--- src/rtl/wk_pkg.sv ---
package wk_pkg;
    timeunit 1ns;
    timeprecision 100ps;

    localparam int WK_MAX_RES = 10;
    localparam int WK_RES_W   = 4;

    typedef logic [WK_MAX_RES-1:0] wk_code_t;

    typedef enum logic [1:0] {
        SLOT_FREE   = 2'd0,
        SLOT_WAIT_T = 2'd1,
        SLOT_WAIT_Q = 2'd2,
        SLOT_READY  = 2'd3
    } wk_slot_e;

    typedef struct packed {
        wk_code_t code;
        logic     sat;
    } wk_result_t;

    // Limit a requested resolution to the supported range.
    function automatic logic [WK_RES_W-1:0] wk_clamp_res(input logic [WK_RES_W-1:0] r);
        if (r == '0)
            return {{(WK_RES_W-1){1'b0}}, 1'b1};
        else if (int'(r) > WK_MAX_RES)
            return WK_RES_W'(WK_MAX_RES);
        else
            return r;
    endfunction

    // Full-scale count (2^n - 1) for a resolution of n bits.
    function automatic wk_code_t wk_mask(input logic [WK_RES_W-1:0] n);
        wk_code_t m;
        m = '0;
        for (int i = 0; i < WK_MAX_RES; i++)
            if (i < int'(n)) m[i] = 1'b1;
        return m;
    endfunction
endpackage

--- src/rtl/wk_stamp_counter.sv ---
module wk_stamp_counter #(
    parameter int TS_W = 12
) (
    input  logic            clk,
    input  logic            rst,
    output logic [TS_W-1:0] stamp
);
    timeunit 1ns;
    timeprecision 100ps;

    logic [TS_W-1:0] cnt_q;

    always_ff @(posedge clk) begin
        if (rst) cnt_q <= '0;
        else     cnt_q <= cnt_q + 1'b1;
    end

    assign stamp = cnt_q;
endmodule

--- src/rtl/wk_ramp_counter.sv ---
module wk_ramp_counter
    import wk_pkg::*;
(
    input  logic                clk,
    input  logic                rst,
    input  logic                start,
    input  logic [WK_RES_W-1:0] res_in,
    input  logic                ramp_done,
    output logic                active,
    output logic                finish,
    output wk_result_t          result,
    output wk_code_t            mask_cur
);
    timeunit 1ns;
    timeprecision 100ps;

    logic     active_q;
    wk_code_t cnt_q;
    wk_code_t mask_q;

    // Ends on the comparator or when the full-scale count is reached.
    assign finish = active_q && (ramp_done || (cnt_q == mask_q));

    always_ff @(posedge clk) begin
        if (rst) begin
            active_q <= 1'b0;
            cnt_q    <= '0;
            mask_q   <= '0;
        end else if (!active_q) begin
            if (start) begin
                active_q <= 1'b1;
                cnt_q    <= '0;
                mask_q   <= wk_mask(wk_clamp_res(res_in));
            end
        end else if (finish) begin
            active_q <= 1'b0;
        end else begin
            cnt_q <= cnt_q + 1'b1;
        end
    end

    always_comb begin
        result.code = ramp_done ? cnt_q : mask_q;
        result.sat  = !ramp_done;
    end

    assign active   = active_q;
    assign mask_cur = mask_q;
endmodule

--- src/rtl/wk_hold_pool.sv ---
module wk_hold_pool
    import wk_pkg::*;
#(
    parameter int NBUF   = 4,
    parameter int TS_W   = 12,
    parameter int LOST_W = 8,
    localparam int IDX_W = $clog2(NBUF)
) (
    input  logic              clk,
    input  logic              rst,
    input  logic              hit,
    input  logic [TS_W-1:0]   stamp,
    input  logic              cv_fin,
    input  wk_result_t        cv_res,
    input  logic              pop,
    output logic              full,
    output logic              cv_pend,
    output logic              cv_kind,
    output logic [IDX_W-1:0]  cv_idx,
    output logic              rd_valid,
    output logic [IDX_W-1:0]  rd_idx,
    output logic [TS_W-1:0]   rd_stamp,
    output wk_result_t        rd_fine,
    output wk_result_t        rd_charge,
    output logic [LOST_W-1:0] lost
);
    timeunit 1ns;
    timeprecision 100ps;

    wk_slot_e          st_q   [NBUF];
    logic [TS_W-1:0]   ts_q   [NBUF];
    wk_result_t        fine_q [NBUF];
    wk_result_t        chg_q  [NBUF];
    logic [IDX_W-1:0]  wr_q, cv_q, rd_q;
    logic [LOST_W-1:0] lost_q;

    logic accept, take, cv_last;

    function automatic logic [IDX_W-1:0] nxt(input logic [IDX_W-1:0] p);
        return (p == IDX_W'(NBUF-1)) ? '0 : p + 1'b1;
    endfunction

    assign full     = (st_q[wr_q] != SLOT_FREE);
    assign accept   = hit && !full;
    assign rd_valid = (st_q[rd_q] == SLOT_READY);
    assign take     = pop && rd_valid;
    assign cv_pend  = (st_q[cv_q] == SLOT_WAIT_T) || (st_q[cv_q] == SLOT_WAIT_Q);
    assign cv_kind  = (st_q[cv_q] == SLOT_WAIT_Q);
    assign cv_last  = cv_fin && (st_q[cv_q] == SLOT_WAIT_Q);

    always_ff @(posedge clk) begin
        if (rst) begin
            wr_q   <= '0;
            cv_q   <= '0;
            rd_q   <= '0;
            lost_q <= '0;
            for (int i = 0; i < NBUF; i++) st_q[i] <= SLOT_FREE;
        end else begin
            if (accept)  wr_q <= nxt(wr_q);
            if (cv_last) cv_q <= nxt(cv_q);
            if (take)    rd_q <= nxt(rd_q);
            if (hit && full && (lost_q != '1)) lost_q <= lost_q + 1'b1;
            for (int i = 0; i < NBUF; i++) begin
                if (accept && (wr_q == IDX_W'(i))) begin
                    st_q[i] <= SLOT_WAIT_T;
                    ts_q[i] <= stamp;
                end else if (cv_fin && (cv_q == IDX_W'(i))) begin
                    if (st_q[i] == SLOT_WAIT_T) begin
                        st_q[i]   <= SLOT_WAIT_Q;
                        fine_q[i] <= cv_res;
                    end else begin
                        st_q[i]  <= SLOT_READY;
                        chg_q[i] <= cv_res;
                    end
                end else if (take && (rd_q == IDX_W'(i))) begin
                    st_q[i] <= SLOT_FREE;
                end
            end
        end
    end

    assign cv_idx    = cv_q;
    assign rd_idx    = rd_q;
    assign rd_stamp  = ts_q[rd_q];
    assign rd_fine   = fine_q[rd_q];
    assign rd_charge = chg_q[rd_q];
    assign lost      = lost_q;
endmodule

--- src/rtl/wk_derand_sched.sv ---
module wk_derand_sched
    import wk_pkg::*;
#(
    parameter int NBUF   = 4,
    parameter int TS_W   = 12,
    parameter int LOST_W = 8,
    localparam int IDX_W = $clog2(NBUF)
) (
    input  logic                clk,
    input  logic                rst,
    input  logic [WK_RES_W-1:0] cfg_res,
    input  logic                hit,
    input  logic                ramp_done,
    output logic                ramp_start,
    output logic                conv_active,
    output logic                conv_kind,
    output logic [IDX_W-1:0]    conv_buf,
    output logic                pool_full,
    output logic [LOST_W-1:0]   lost_count,
    output logic                out_valid,
    input  logic                out_ready,
    output logic [IDX_W-1:0]    out_buf,
    output logic [TS_W-1:0]     out_tstamp,
    output logic [WK_MAX_RES-1:0] out_fine,
    output logic                out_fine_sat,
    output logic [WK_MAX_RES-1:0] out_charge,
    output logic                out_charge_sat
);
    timeunit 1ns;
    timeprecision 100ps;

    logic [TS_W-1:0] stamp;
    logic            active, fin, cv_pend, cv_kind;
    wk_result_t      raw_res, wr_res, rd_fine, rd_charge;
    wk_code_t        mask_cur;

    wk_stamp_counter #(.TS_W(TS_W)) u_stamp (
        .clk   (clk),
        .rst   (rst),
        .stamp (stamp)
    );

    // Grant: the oldest buffer with pending work gets the converter.
    assign ramp_start = !active && cv_pend;

    wk_ramp_counter u_ramp (
        .clk       (clk),
        .rst       (rst),
        .start     (ramp_start),
        .res_in    (cfg_res),
        .ramp_done (ramp_done),
        .active    (active),
        .finish    (fin),
        .result    (raw_res),
        .mask_cur  (mask_cur)
    );

    // Charge codes are reported in reverse sense.
    always_comb begin
        wr_res = raw_res;
        if (cv_kind) wr_res.code = mask_cur - raw_res.code;
    end

    wk_hold_pool #(.NBUF(NBUF), .TS_W(TS_W), .LOST_W(LOST_W)) u_pool (
        .clk       (clk),
        .rst       (rst),
        .hit       (hit),
        .stamp     (stamp),
        .cv_fin    (fin),
        .cv_res    (wr_res),
        .pop       (out_ready),
        .full      (pool_full),
        .cv_pend   (cv_pend),
        .cv_kind   (cv_kind),
        .cv_idx    (conv_buf),
        .rd_valid  (out_valid),
        .rd_idx    (out_buf),
        .rd_stamp  (out_tstamp),
        .rd_fine   (rd_fine),
        .rd_charge (rd_charge),
        .lost      (lost_count)
    );

    assign conv_active    = active;
    assign conv_kind      = cv_kind;
    assign out_fine       = rd_fine.code;
    assign out_fine_sat   = rd_fine.sat;
    assign out_charge     = rd_charge.code;
    assign out_charge_sat = rd_charge.sat;
endmodule

--- config.mk ---
export PLATFORM = sky130hd
export DESIGN_NAME = wk_derand_sched
export DESIGN_NICKNAME = d
export VERILOG_FILES = /design/src/rtl/wk_pkg.sv /design/src/rtl/wk_stamp_counter.sv /design/src/rtl/wk_ramp_counter.sv /design/src/rtl/wk_hold_pool.sv /design/src/rtl/wk_derand_sched.sv
export SDC_FILE = /design/constraint.sdc
export NUM_CORES = 1
export LEC_CHECK = 0
export BUFFER_PORTS_ARGS = -buffer_cell sky130_fd_sc_hd__clkbuf_2
export CORE_MARGIN = 2
export CORE_UTILIZATION = 65
export CTS_CLUSTER_SIZE = 14
export DETAILED_ROUTE_END_ITERATION = 10
export PLACE_DENSITY = 0.94
export SYNTH_ARGS = -nofsm -noshare
export SYNTH_HDL_FRONTEND = slang
export SYNTH_HIERARCHICAL = 1
export SYNTH_SLANG_ARGS = --single-unit
export TNS_END_PERCENT = 100
--- constraint.sdc ---
create_clock -name clk -period 6.5 [get_ports clk]
set_input_delay 1.625 -clock clk [delete_from_list [all_inputs] [get_ports clk]]
set_output_delay 1.625 -clock clk [all_outputs]
set_load 0.1 [all_outputs]
Word-level counts from Yosys, hierarchy flattened:

Memory sizes are Yosys's and may differ from the RTL's. A register that Yosys moved wholly into a read port is not among the register bits.
Cells that the tools add are included.

* add/subtract/negate cells: 7
* mux-type cells: 155
* divide/modulo/power cells: 0
* shift-type cells: 0
* reductions and logical operators: 41
* bitwise operators: 17
* multipliers: 0
* order comparisons: 11
* eq/ne operators: 19

Operator list (number)
* $mux W1: 96
* $mux W2: 40
* $mux W11: 6
* $reduce_or A11 Y1: 6
* $mux W10: 5
* $mux W12: 3
* $reduce_or A12 Y1: 3
* $mux W4: 5
* $logic_and A1 B1 Y1: 19
* $eq A2 B1 Y1 const B: 8
* $eq A2 B2 Y1 const B: 8
* $lt A3 B4 Y1 const A: 4
* $or A1 B1 Y1: 16
* $add A12 B1 Y12 const B: 1
* $add A10 B1 Y10 const B: 1
* $eq A10 B10 Y1: 1
* $sub A10 B10 Y10: 1
* $add A8 B1 Y8 const B: 1
* $lt A1 B4 Y1 const A: 2
* $lt A2 B4 Y1 const A: 2
* $lt A4 B4 Y1 const A: 2
* $ne A8 B8 Y1 const B: 1
* $add A2 B1 Y2 const B: 3
* $logic_not A2 Y1: 3
* 8 further kinds: 13

* register bits after elaboration: 47
* memory bits (writable): 144
* output and inout bits: 51
* memory bits (read-only): 0
* memories: 4
* word-level logic and storage cells: 262
* input port bits: 9
* bits in latches: 0

Memory list
* u_pool.ts_q: words 4, width 12, read ports 1, clocked after Yosys merged registers in 1, wr ports 1, RTL line wk_hold_pool.sv:31 `logic [TS_W-1:0] ts_q [NBUF];`
* u_pool.chg_q: words 4, width 11, read ports 1, clocked after Yosys merged registers in 1, wr ports 1, RTL line wk_hold_pool.sv:33 `wk_result_t chg_q [NBUF];`
* u_pool.fine_q: words 4, width 11, read ports 1, clocked after Yosys merged registers in 1, wr ports 1, RTL line wk_hold_pool.sv:32 `wk_result_t fine_q [NBUF];`
* u_pool.st_q: words 4, width 2, read ports 7, clocked after Yosys merged registers in 3, wr ports 4, RTL line wk_hold_pool.sv:30 `wk_slot_e st_q [NBUF];`

Depth between registers and ports, before layout:

Gate-level depths: netlist of the first run.

* depth in word-level cells: 12
* mapped depth: 11
* mapped depth without buffers: 10

By module:

Netlist of the first run, hierarchy kept.

By module, submodules not included
* wk_hold_pool: area an instance 6568.8 µm², sequential area each 4724.5 µm², instances 1, cells an instance 361
* wk_ramp_counter: area an instance 1219.9 µm², sequential area each 420.4 µm², instances 1, cells an instance 146
* wk_derand_sched: area an instance 615.6 µm², sequential area each 0.0 µm², instances 1, cells an instance 86
* wk_stamp_counter: area an instance 499.2 µm², sequential area each 240.2 µm², instances 1, cells an instance 53

Least setup slack after synthesis of the first run:

Ideal clock, no wire load.

* path kind: register to output
* start: memory u_pool/st_q[3][0] in the netlist's numbering
* end: output port ramp_start
* path slack: 2287 ps
* data arrival time: 2588 ps
* buffers on the path: 0
* data required time: 4875 ps
* cell stages (with the launch flop): 6
* path through: edfxtp_1 -> mux4_2 -> inv_1 -> ha_1 -> inv_1 -> nor2b_1

RTL lines
* start, declared: RTL line wk_hold_pool.sv:30
* end, declared: RTL line wk_derand_sched.sv:14 `output logic ramp_start,`

==> flow_summary.rst, run 1 <==
.. list-table::
   :header-rows: 1

   * - Metric
     - Value
   * - Cts hold-fix bufs
     - 0
   * - Count of port buffers added during placement
     - 59
   * - Post-route worst setup slack
     - 2.266 ns
   * - Startpoint of the most critical hold path
     - u_pool/lost[1]
   * - Total negative slack
     - 0 ns
   * - Total of flip-flops plus latches after synthesis
     - 197
   * - Worst-case register-to-register setup slack
     - 2.87 ns
   * - Final RePlAce weighted congestion
     - 0.8931
   * - Maximum number of buffers from clock root to sink
     - 2
   * - Fraction of the cycle the final worst path needs
     - 0.6514
   * - Wirelength per Cell
     - 21.17 um
   * - Crit path arrival time
     - 2.61 ns
   * - Part of the power in the clock network
     - 0.235
   * - Critical path class
     - reg -> out
   * - I/O pin count
     - 60
   * - Min-Delay Endpoint
     - u_pool/lost[1]
   * - Relative slew slack
     - 0.1491
   * - Vias
     - 5802
   * - Detailed router's first-iteration violation count
     - 738
   * - Final std cell area, no fill
     - 9932 um2
   * - Area delta synth->final
     - 11.55%
   * - Leakage power
     - 0.003389 uW
   * - Post-route non-filler standard cell count
     - 891
   * - Element type at the critical path start
     - register
   * - Global routing usage summed across all routing layers
     - 0.2732
   * - Detailed Routing Iterations Pass 1
     - 5
   * - Highest clock rate
     - 236.2 MHz
   * - Asr flop ratio synth
     - 0
   * - Antenna Diode Count
     - 0
   * - Final clock skew
     - 0.006004 ns
   * - Clk root buf
     - sky130_fd_sc_hd__clkbuf_16
   * - Number of max-cap violations
     - 0
   * - Unique masters post-synth
     - 65
   * - Insertion delay to the later sink of the worst-skew pair
     - 0.43 ns
   * - Antenna violations before repair
     - 0
   * - FILL cells
     - 769
   * - Power density over the cells
     - 427.1 nW/um2
   * - Routed via count divided by cell count
     - 6.512
   * - Number of clock sinks
     - 197
   * - Inst Count DP
     - 859
   * - Total CTS buffers
     - 17
   * - Synthesized cell area
     - 8904 um2
   * - Placement-stage cell area
     - 9366 um2
   * - Fraction of power spent switching nets
     - 0.4102
   * - Routed wire length
     - 18.86 mm
   * - Sequential element share of the synthesized area
     - 0.6048
   * - Endpoint kind of the worst setup timing path
     - primary output
   * - Buffers inserted during post-CTS setup optimization
     - 0
   * - Fraction of layout instances using a drive strength above 1
     - 0.2294
   * - Num rows
     - 42
   * - Switching component of the power
     - 1740 uW
   * - Slew @ Worst Pin
     - 1.272 ns
   * - Final min period
     - 4.234 ns
   * - Floorplan Core Area
     - 13300 um2
   * - Commonest register cell after synthesis
     - sky130_fd_sc_hd__edfxtp_1
   * - P_int
     - 2502 uW
   * - Sum of overflow across all layers after global routing
     - 0
   * - Detailed-route DRC error count
     - 0
   * - Hold Path Class
     - reg -> reg
   * - Portion of total power attributed to combinational logic
     - 0.378
   * - RSZ-0062 raised after global routing
     - no
   * - Number of synthesized flops with an enable pin
     - 144
   * - Post-CTS sizing
     - 0
   * - Clock tree from TritonCTS
     - built
   * - Total count of hold-check failures in the final report
     - 0
   * - DP Worst Slack
     - 1.925 ns
   * - Max rail drop VDD
     - 0.0004139 V
   * - Run status
     - finished, final reports clean
   * - Post-synthesis net count
     - 681
   * - Horizontal extent of the die
     - 121.0 um
   * - Total half-perimeter wirelength after legalization and detailed placement
     - 12.43 mm
   * - Reg2Reg Capture Point
     - u_pool/chg_q[0][10]
   * - Slew Viols, Final
     - 0
   * - Req. time, crit path
     - 4.88 ns
   * - Part of the total power dissipated in sequential elements
     - 0.387
   * - Number of nets in the finished design
     - 737
   * - Number of nets still failing antenna checks after routing
     - 0
   * - Number of global-route vias before repair
     - 5796
   * - Worst Hold Path Cells
     - 2
   * - Post-Syn Area per Cell
     - 13.78 um2
   * - Worst Reg-to-Reg Cells
     - 6
   * - Total die area
     - 14650 um2
   * - Setup violation total in the final timing report
     - 0
   * - Global-route wire length before repair
     - 30.27 mm
   * - Largest net degree at the start of global routing
     - 44
   * - Post-Synthesis Cells
     - 646
   * - Starting utilization of the core area
     - 0.6697
   * - Maximum fanout count along the critical path
     - 15
   * - Clock transition at path regs
     - 0.07 ns
   * - Final hold slack
     - 0.5289 ns
   * - Max H-tree Level
     - 4
   * - Die Y-Extent
     - 121.0 um
   * - Warning count from the yosys run
     - 6
   * - Source of the worst register-to-register timing path
     - u_pool/st_q[3][0]
==> per-stage QoR <==
stage               total power (uW)  utilization
global placement                3119       0.7045
floorplan                       2913            -
global route                    4410       0.7470
detailed placement              3234       0.7045
CTS                             4227       0.7470
finish                          4242       0.7470
==> layer usage <==
layer	up-vias	global-route usage	part of all wire
li1	2594	-	-
met1	2852	0.3735	0.40
met2	314	0.4326	0.49
met3	42	0.05545	0.085
met4	0	0.1126	0.025
met5	-	0	0
==> power groups by stage <==
stage	logic (uW)	registers, uW	clock network [uW]
2_1_floorplan	1220	1690	0
3_3_place_gp	1470	1650	0
3_5_place_dp	1570	1660	0
4_1_cts	1580	1640	1010
5_1_grt	1710	1650	1050
6_report	1600	1640	998
==> sequential cells by signal, indices dropped and copies added (netlist names), 8 cells and up, named ones only <==
signal           cells
u_pool/ts_q         48
u_pool/chg_q        44
u_pool/fine_q       44
u_stamp/stamp       12
u_ramp/cnt_q        10
u_ramp/mask_cur     10
u_pool/lost          8
u_pool/st_q          8
==> layout by cell type, fill, tap and decap left out, drive strengths merged, types with 7 or more instances in the layout <==
cell type    n
a211oi       7
a21oi       26
and2         7
clkbuf      77
dfxtp       53
edfxtp     144
ha          25
inv         43
mux2        14
mux4        37
nand2       46
nand2b      12
nand3       17
nand4        9
nor2        38
nor2b        8
nor3        17
nor4         8
o21a         9
o21ai       12
o31ai       14
or3         10
or4          8
xnor2       13
==> how the worst max path moves through the flow <==
stage,startpoint,endpoint,slack [ns]
2_1_floorplan,u_pool/st_q[3][0],ramp_start,2.29
3_3_place_gp,ramp_done,u_pool/fine_q[0][7],2.29
3_5_place_dp,ramp_done,u_pool/chg_q[2][8],1.92
4_1_cts,u_pool/st_q[3][0],conv_kind,2.29
5_1_grt,u_pool/st_q[3][0],conv_kind,2.19
6_report,u_pool/st_q[3][0],conv_kind,2.27
==> critical path, cell delays in order (launching register included) <==
cell and delay, ns:
sky130_fd_sc_hd__edfxtp_1 0.45, sky130_fd_sc_hd__mux4_2 0.50, sky130_fd_sc_hd__inv_1 0.07, sky130_fd_sc_hd__ha_1 0.58, sky130_fd_sc_hd__clkbuf_2 0.58
==> layout make-up <==
class                           instances  area [um2]  share of cell area
Multi-Input combinational cell        390        3314              0.3337
Tap cell                              176       220.2             0.02217
Clock buffer                           18       429.2             0.04321
Sequential cell                       197        5386              0.5423
Clock inverter                         14       136.4             0.01373
Timing Repair Buffer                   62       317.8             0.03200
Inverter                               34       127.6             0.01285
==> synthesized netlist by cell type (all sizes together), types with 2 or more instances <==
cell	count	area [um2]
and3	4	25.02
edfxtp	144	4324
nor4b	2	17.52
o31ai	14	133.9
clkbuf	16	80.08
nand4	9	68.81
buf	9	56.30
o211ai	2	15.01
nand3	17	95.09
mux4	37	833.3
nor4	8	65.06
nor3b	2	15.01
o21bai	2	15.01
ha	25	312.8
nand4b	2	17.52
mux2i	2	20.02
nor2	38	142.6
o31a	2	17.52
nand2	46	172.7
or3	10	65.06
dfxtp	53	1061
a31oi	3	25.02
and2	7	43.79
nand2b	12	75.07
a22o	4	35.03
xnor2	13	113.9
a211o	6	52.55
mux2	14	157.6
or4	8	60.06
a21o	5	37.54
a21oi	26	130.1
o311ai	2	17.52
nand3b	2	15.01
o2111ai	3	26.28
a211oi	7	57.55
nor3	17	85.08
o41ai	2	17.52
inv	34	127.6
o21a	9	68.82
o21ai	12	60.05
nor2b	8	65.07
==> logic make-up (layout without fill, tap and decap cells) <==
kind of cell	after synthesis	after routing	share of synthesized area
multiplexers	53	53	0.1135
adder cells (fa/ha/maj)	26	26	0.03738
XOR/XNOR	14	14	0.01377
flip-flops	197	197	0.6048
AO/OA/AOI/OAI	102	102	0.08263
AND/OR/NAND/NOR	195	195	0.1182
buffers and inverters	59	128	0.02965
No activity file was read; power rests on OpenSTA's default activity.
==> inputs of run 2 (changes only) <==
--- a/config.mk
+++ b/config.mk
@@ -5,12 +5,13 @@
 export SDC_FILE = /design/constraint.sdc
 export NUM_CORES = 1
 export LEC_CHECK = 0
+export ABC_AREA = 1
 export BUFFER_PORTS_ARGS = -buffer_cell sky130_fd_sc_hd__clkbuf_2
 export CORE_MARGIN = 2
-export CORE_UTILIZATION = 65
+export CORE_UTILIZATION = 55
 export CTS_CLUSTER_SIZE = 14
 export DETAILED_ROUTE_END_ITERATION = 10
-export PLACE_DENSITY = 0.94
+export PLACE_DENSITY = 0.85
 export SYNTH_ARGS = -nofsm -noshare
 export SYNTH_HDL_FRONTEND = slang
 export SYNTH_HIERARCHICAL = 1
==> constraint.sdc (replaced) <==
create_clock -name clk -period 3.4 [get_ports clk]
set_input_delay 0.85 -clock clk [delete_from_list [all_inputs] [get_ports clk]]
set_output_delay 0.85 -clock clk [all_outputs]
set_load 0.1 [all_outputs]
==> flow_summary.rst, run 2 <==
.. list-table::
   :header-rows: 1

   * - Metric
     - Value
   * - Run status
     - finished, final reports clean
   * - Regs by FF count
     - u_pool/ts_q x48, u_pool/chg_q x44, u_pool/fine_q x44
   * - Clk root buf
     - sky130_fd_sc_hd__clkbuf_16
   * - Share of Yosys cell area claimed by the top area cell type
     - 0.4700
   * - RSZ-0062 raised after global routing
     - no
   * - Area delta synth->final
     - 12.96%
   * - Commonest register cell after synthesis
     - sky130_fd_sc_hd__edfxtp_1
   * - Detailed router's first-iteration violation count
     - 747
   * - Floorplan Core Area
     - 16470 um2
   * - Total negative slack
     - 0 ns
   * - Post-synthesis net count
     - 1006
   * - Global-route wire length before repair
     - 33.90 mm
   * - I/O pin count
     - 60
   * - Vias
     - 7163
   * - Number of synthesized flops with an enable pin
     - 144
   * - Slew @ Worst Pin
     - 0.8435 ns
   * - Cell with the largest stage delay on the worst path
     - sky130_fd_sc_hd__clkbuf_2
   * - Number of max-cap violations
     - 0
   * - Number of nets in the finished design
     - 1068
   * - FILL cells
     - 1230
   * - Post-Syn Area per Cell
     - 9.475 um2
   * - Leakage power
     - 0.004045 uW
   * - Detailed Routing Iterations Pass 1
     - 8
   * - Sum of overflow across all layers after global routing
     - 0
   * - Number of global-route vias before repair
     - 6807
   * - Die Y-Extent
     - 133.3 um
   * - Fraction of layout instances using a drive strength above 1
     - 0.1444
   * - Leading cell type in the layout, fill and taps excluded
     - sky130_fd_sc_hd__nand2_1
   * - Most numerous cell types in the synthesized netlist
     - sky130_fd_sc_hd__nand2_1, sky130_fd_sc_hd__edfxtp_1, sky130_fd_sc_hd__nor2_1, sky130_fd_sc_hd__inv_1, sky130_fd_sc_hd__o21ai_0
   * - Asr flop ratio synth
     - 0
   * - Final clock skew
     - 0.009741 ns
   * - Power density over the cells
     - 794.4 nW/um2
   * - Max H-tree Level
     - 4
   * - Count of port buffers added during placement
     - 59
   * - Post-CTS sizing
     - 0
   * - Number of nets still failing antenna checks after routing
     - 0
   * - Post-Synthesis Cells
     - 971
   * - Dominant cell type by area after synthesis
     - sky130_fd_sc_hd__edfxtp_1
   * - Sequential element share of the synthesized area
     - 0.5853
   * - Slew Viols, Final
     - 0
   * - Dominant cell by count in the synthesized netlist
     - sky130_fd_sc_hd__nand2_1
   * - P_int
     - 4758 uW
   * - Fraction of the cycle the final worst path needs
     - 0.9302
   * - Final min period
     - 3.163 ns
   * - Worst stage delay on the critical path
     - 0.53 ns
   * - Total die area
     - 17780 um2
   * - Largest net degree at the start of global routing
     - 61
   * - Final RePlAce weighted congestion
     - 0.9241
   * - Cells along the critical path
     - buf_4 > o21ai_0 > o22ai_1 > clkbuf_2
   * - Global routing usage summed across all routing layers
     - 0.2441
   * - Crit path arrival time
     - 2.31 ns
   * - Req. time, crit path
     - 2.55 ns
   * - Element type at the critical path start
     - register
   * - Setup violation total in the final timing report
     - 0
   * - Critical path class
     - reg -> out
   * - Switching component of the power
     - 3497 uW
   * - Number of clock sinks
     - 197
   * - Routed wire length
     - 21.14 mm
   * - Cells taking the most area after synthesis
     - sky130_fd_sc_hd__edfxtp_1, sky130_fd_sc_hd__dfxtp_1, sky130_fd_sc_hd__nand2_1
   * - Horizontal extent of the die
     - 133.3 um
   * - Unique masters post-synth
     - 40
   * - Cts hold-fix bufs
     - 0
   * - Part of the total power dissipated in sequential elements
     - 0.377
   * - Warning count from the yosys run
     - 6
   * - Synthesized cell area
     - 9200 um2
   * - Largest register FFs
     - 48
   * - Endpoint kind of the worst setup timing path
     - primary output
   * - Maximum fanout count along the critical path
     - 32
   * - Antenna violations before repair
     - 0
   * - Maximum number of buffers from clock root to sink
     - 2
   * - Most frequent cells in the layout
     - sky130_fd_sc_hd__nand2_1, sky130_fd_sc_hd__edfxtp_1, sky130_fd_sc_hd__nor2_1
   * - Total count of hold-check failures in the final report
     - 0
   * - Detailed-route DRC error count
     - 0
   * - Portion of total power attributed to combinational logic
     - 0.382
   * - Register containing the most flip-flops in the final layout
     - u_pool/ts_q
   * - Post-Route Utilization
     - 0.6312
   * - Num rows
     - 47
   * - Total half-perimeter wirelength after legalization and detailed placement
     - 13.99 mm
   * - Buffers inserted during post-CTS setup optimization
     - 0
   * - Starting utilization of the core area
     - 0.5587
   * - Antenna Diode Count
     - 0
   * - Total CTS buffers
     - 17
   * - Part of the power in the clock network
     - 0.241
   * - Fraction of power spent switching nets
     - 0.4236
   * - Clock tree from TritonCTS
     - built
   * - Insertion delay to the later sink of the worst-skew pair
     - 0.44 ns
   * - Hold Path Class
     - reg -> reg
   * - FF+latch area
     - 5386 um2
   * - Max rail drop VDD
     - 0.0008376 V
   * - Clock transition at path regs
     - 0.07 ns
   * - Routed via count divided by cell count
     - 5.658
   * - Relative slew slack
     - 0.4318
   * - Highest clock rate
     - 316.2 MHz
   * - Total of flip-flops plus latches after synthesis
     - 197
   * - Area used by multi-input combinational logic
     - 3262 um2
   * - Wirelength per Cell
     - 16.70 um
## run 2: power groups by stage
stage	Combinational, uW	Clock [uW]	Sequential [uW]
3_5_place_dp	3100	0	3160
4_1_cts	3120	2000	3110
5_1_grt	3410	2090	3140
6_report	3150	1990	3110
3_3_place_gp	3040	0	3160
2_1_floorplan	2400	0	3210
## run 2: area by class of cell
type	count	area share
inverters	102	0.03696
flip-flops and latches	197	0.5183
clock buffers	20	0.04394
repair buffers	82	0.04768
multi-input cells	633	0.3139
clock inverters	12	0.01276
well taps	220	0.02649
## run 2: path summary, 6_finish.rpt
path | startpoint | endpoint | slack, ns | depth (start not counted)
worst max-delay path | register | out_fine[1] | 0.24 | 4
worst min-delay path | u_ramp/mask_cur[9] | u_ramp/mask_cur[9] | 0.51 | 2
worst max register to register | u_ramp/cnt_q[7] | u_pool/chg_q[3][4] | 0.75 | 14
worst min register to register | u_ramp/mask_cur[9] | u_ramp/mask_cur[9] | 0.51 | 2
## run 2: per-layer routing
metal / routed length [um] / vias to the layer above / track usage
li1: - / 3414 / -
met4: 486 / 0 / 0.08924
met5: 0 / - / 0
met2: 10150 / 326 / 0.4003
met1: 8921 / 3388 / 0.3224
met3: 1580 / 35 / 0.05289
## run 2: per-stage QoR
stage,setup WS (ns),total power [uW],hold slack (ns),instance area (um2),cells
after floorplan,0.1775,5607,0.4629,9200,971
after global placement,0.3943,6195,0.4880,9803,1234
after detailed placement,0.3060,6266,0.5035,9803,1234
after CTS,0.2459,8226,0.5174,10390,1266
after global routing,0.1283,8644,0.5312,10390,1266
final,0.2374,8256,0.5111,10390,1266
## run 2: critical path: cells and delay by family, from the launching register on
kind                   cells  cell delay, ns
flip-flops                 1            0.47
AO/OA/AOI/OAI              2            0.49
buffers and inverters      2            0.89
## run 2: logic make-up (layout without fill, tap and decap cells)
kind of cell | Yosys count | after routing | synth area share
xor gates and xnor gates | 10 | 10 | 0.009521
and+or+nand+nor | 412 | 412 | 0.1954
AOI/OAI and AO/OA | 185 | 185 | 0.1112
adders and majority gates | 26 | 26 | 0.03618
DFF | 197 | 197 | 0.5853
buffers and inverters | 141 | 216 | 0.06229
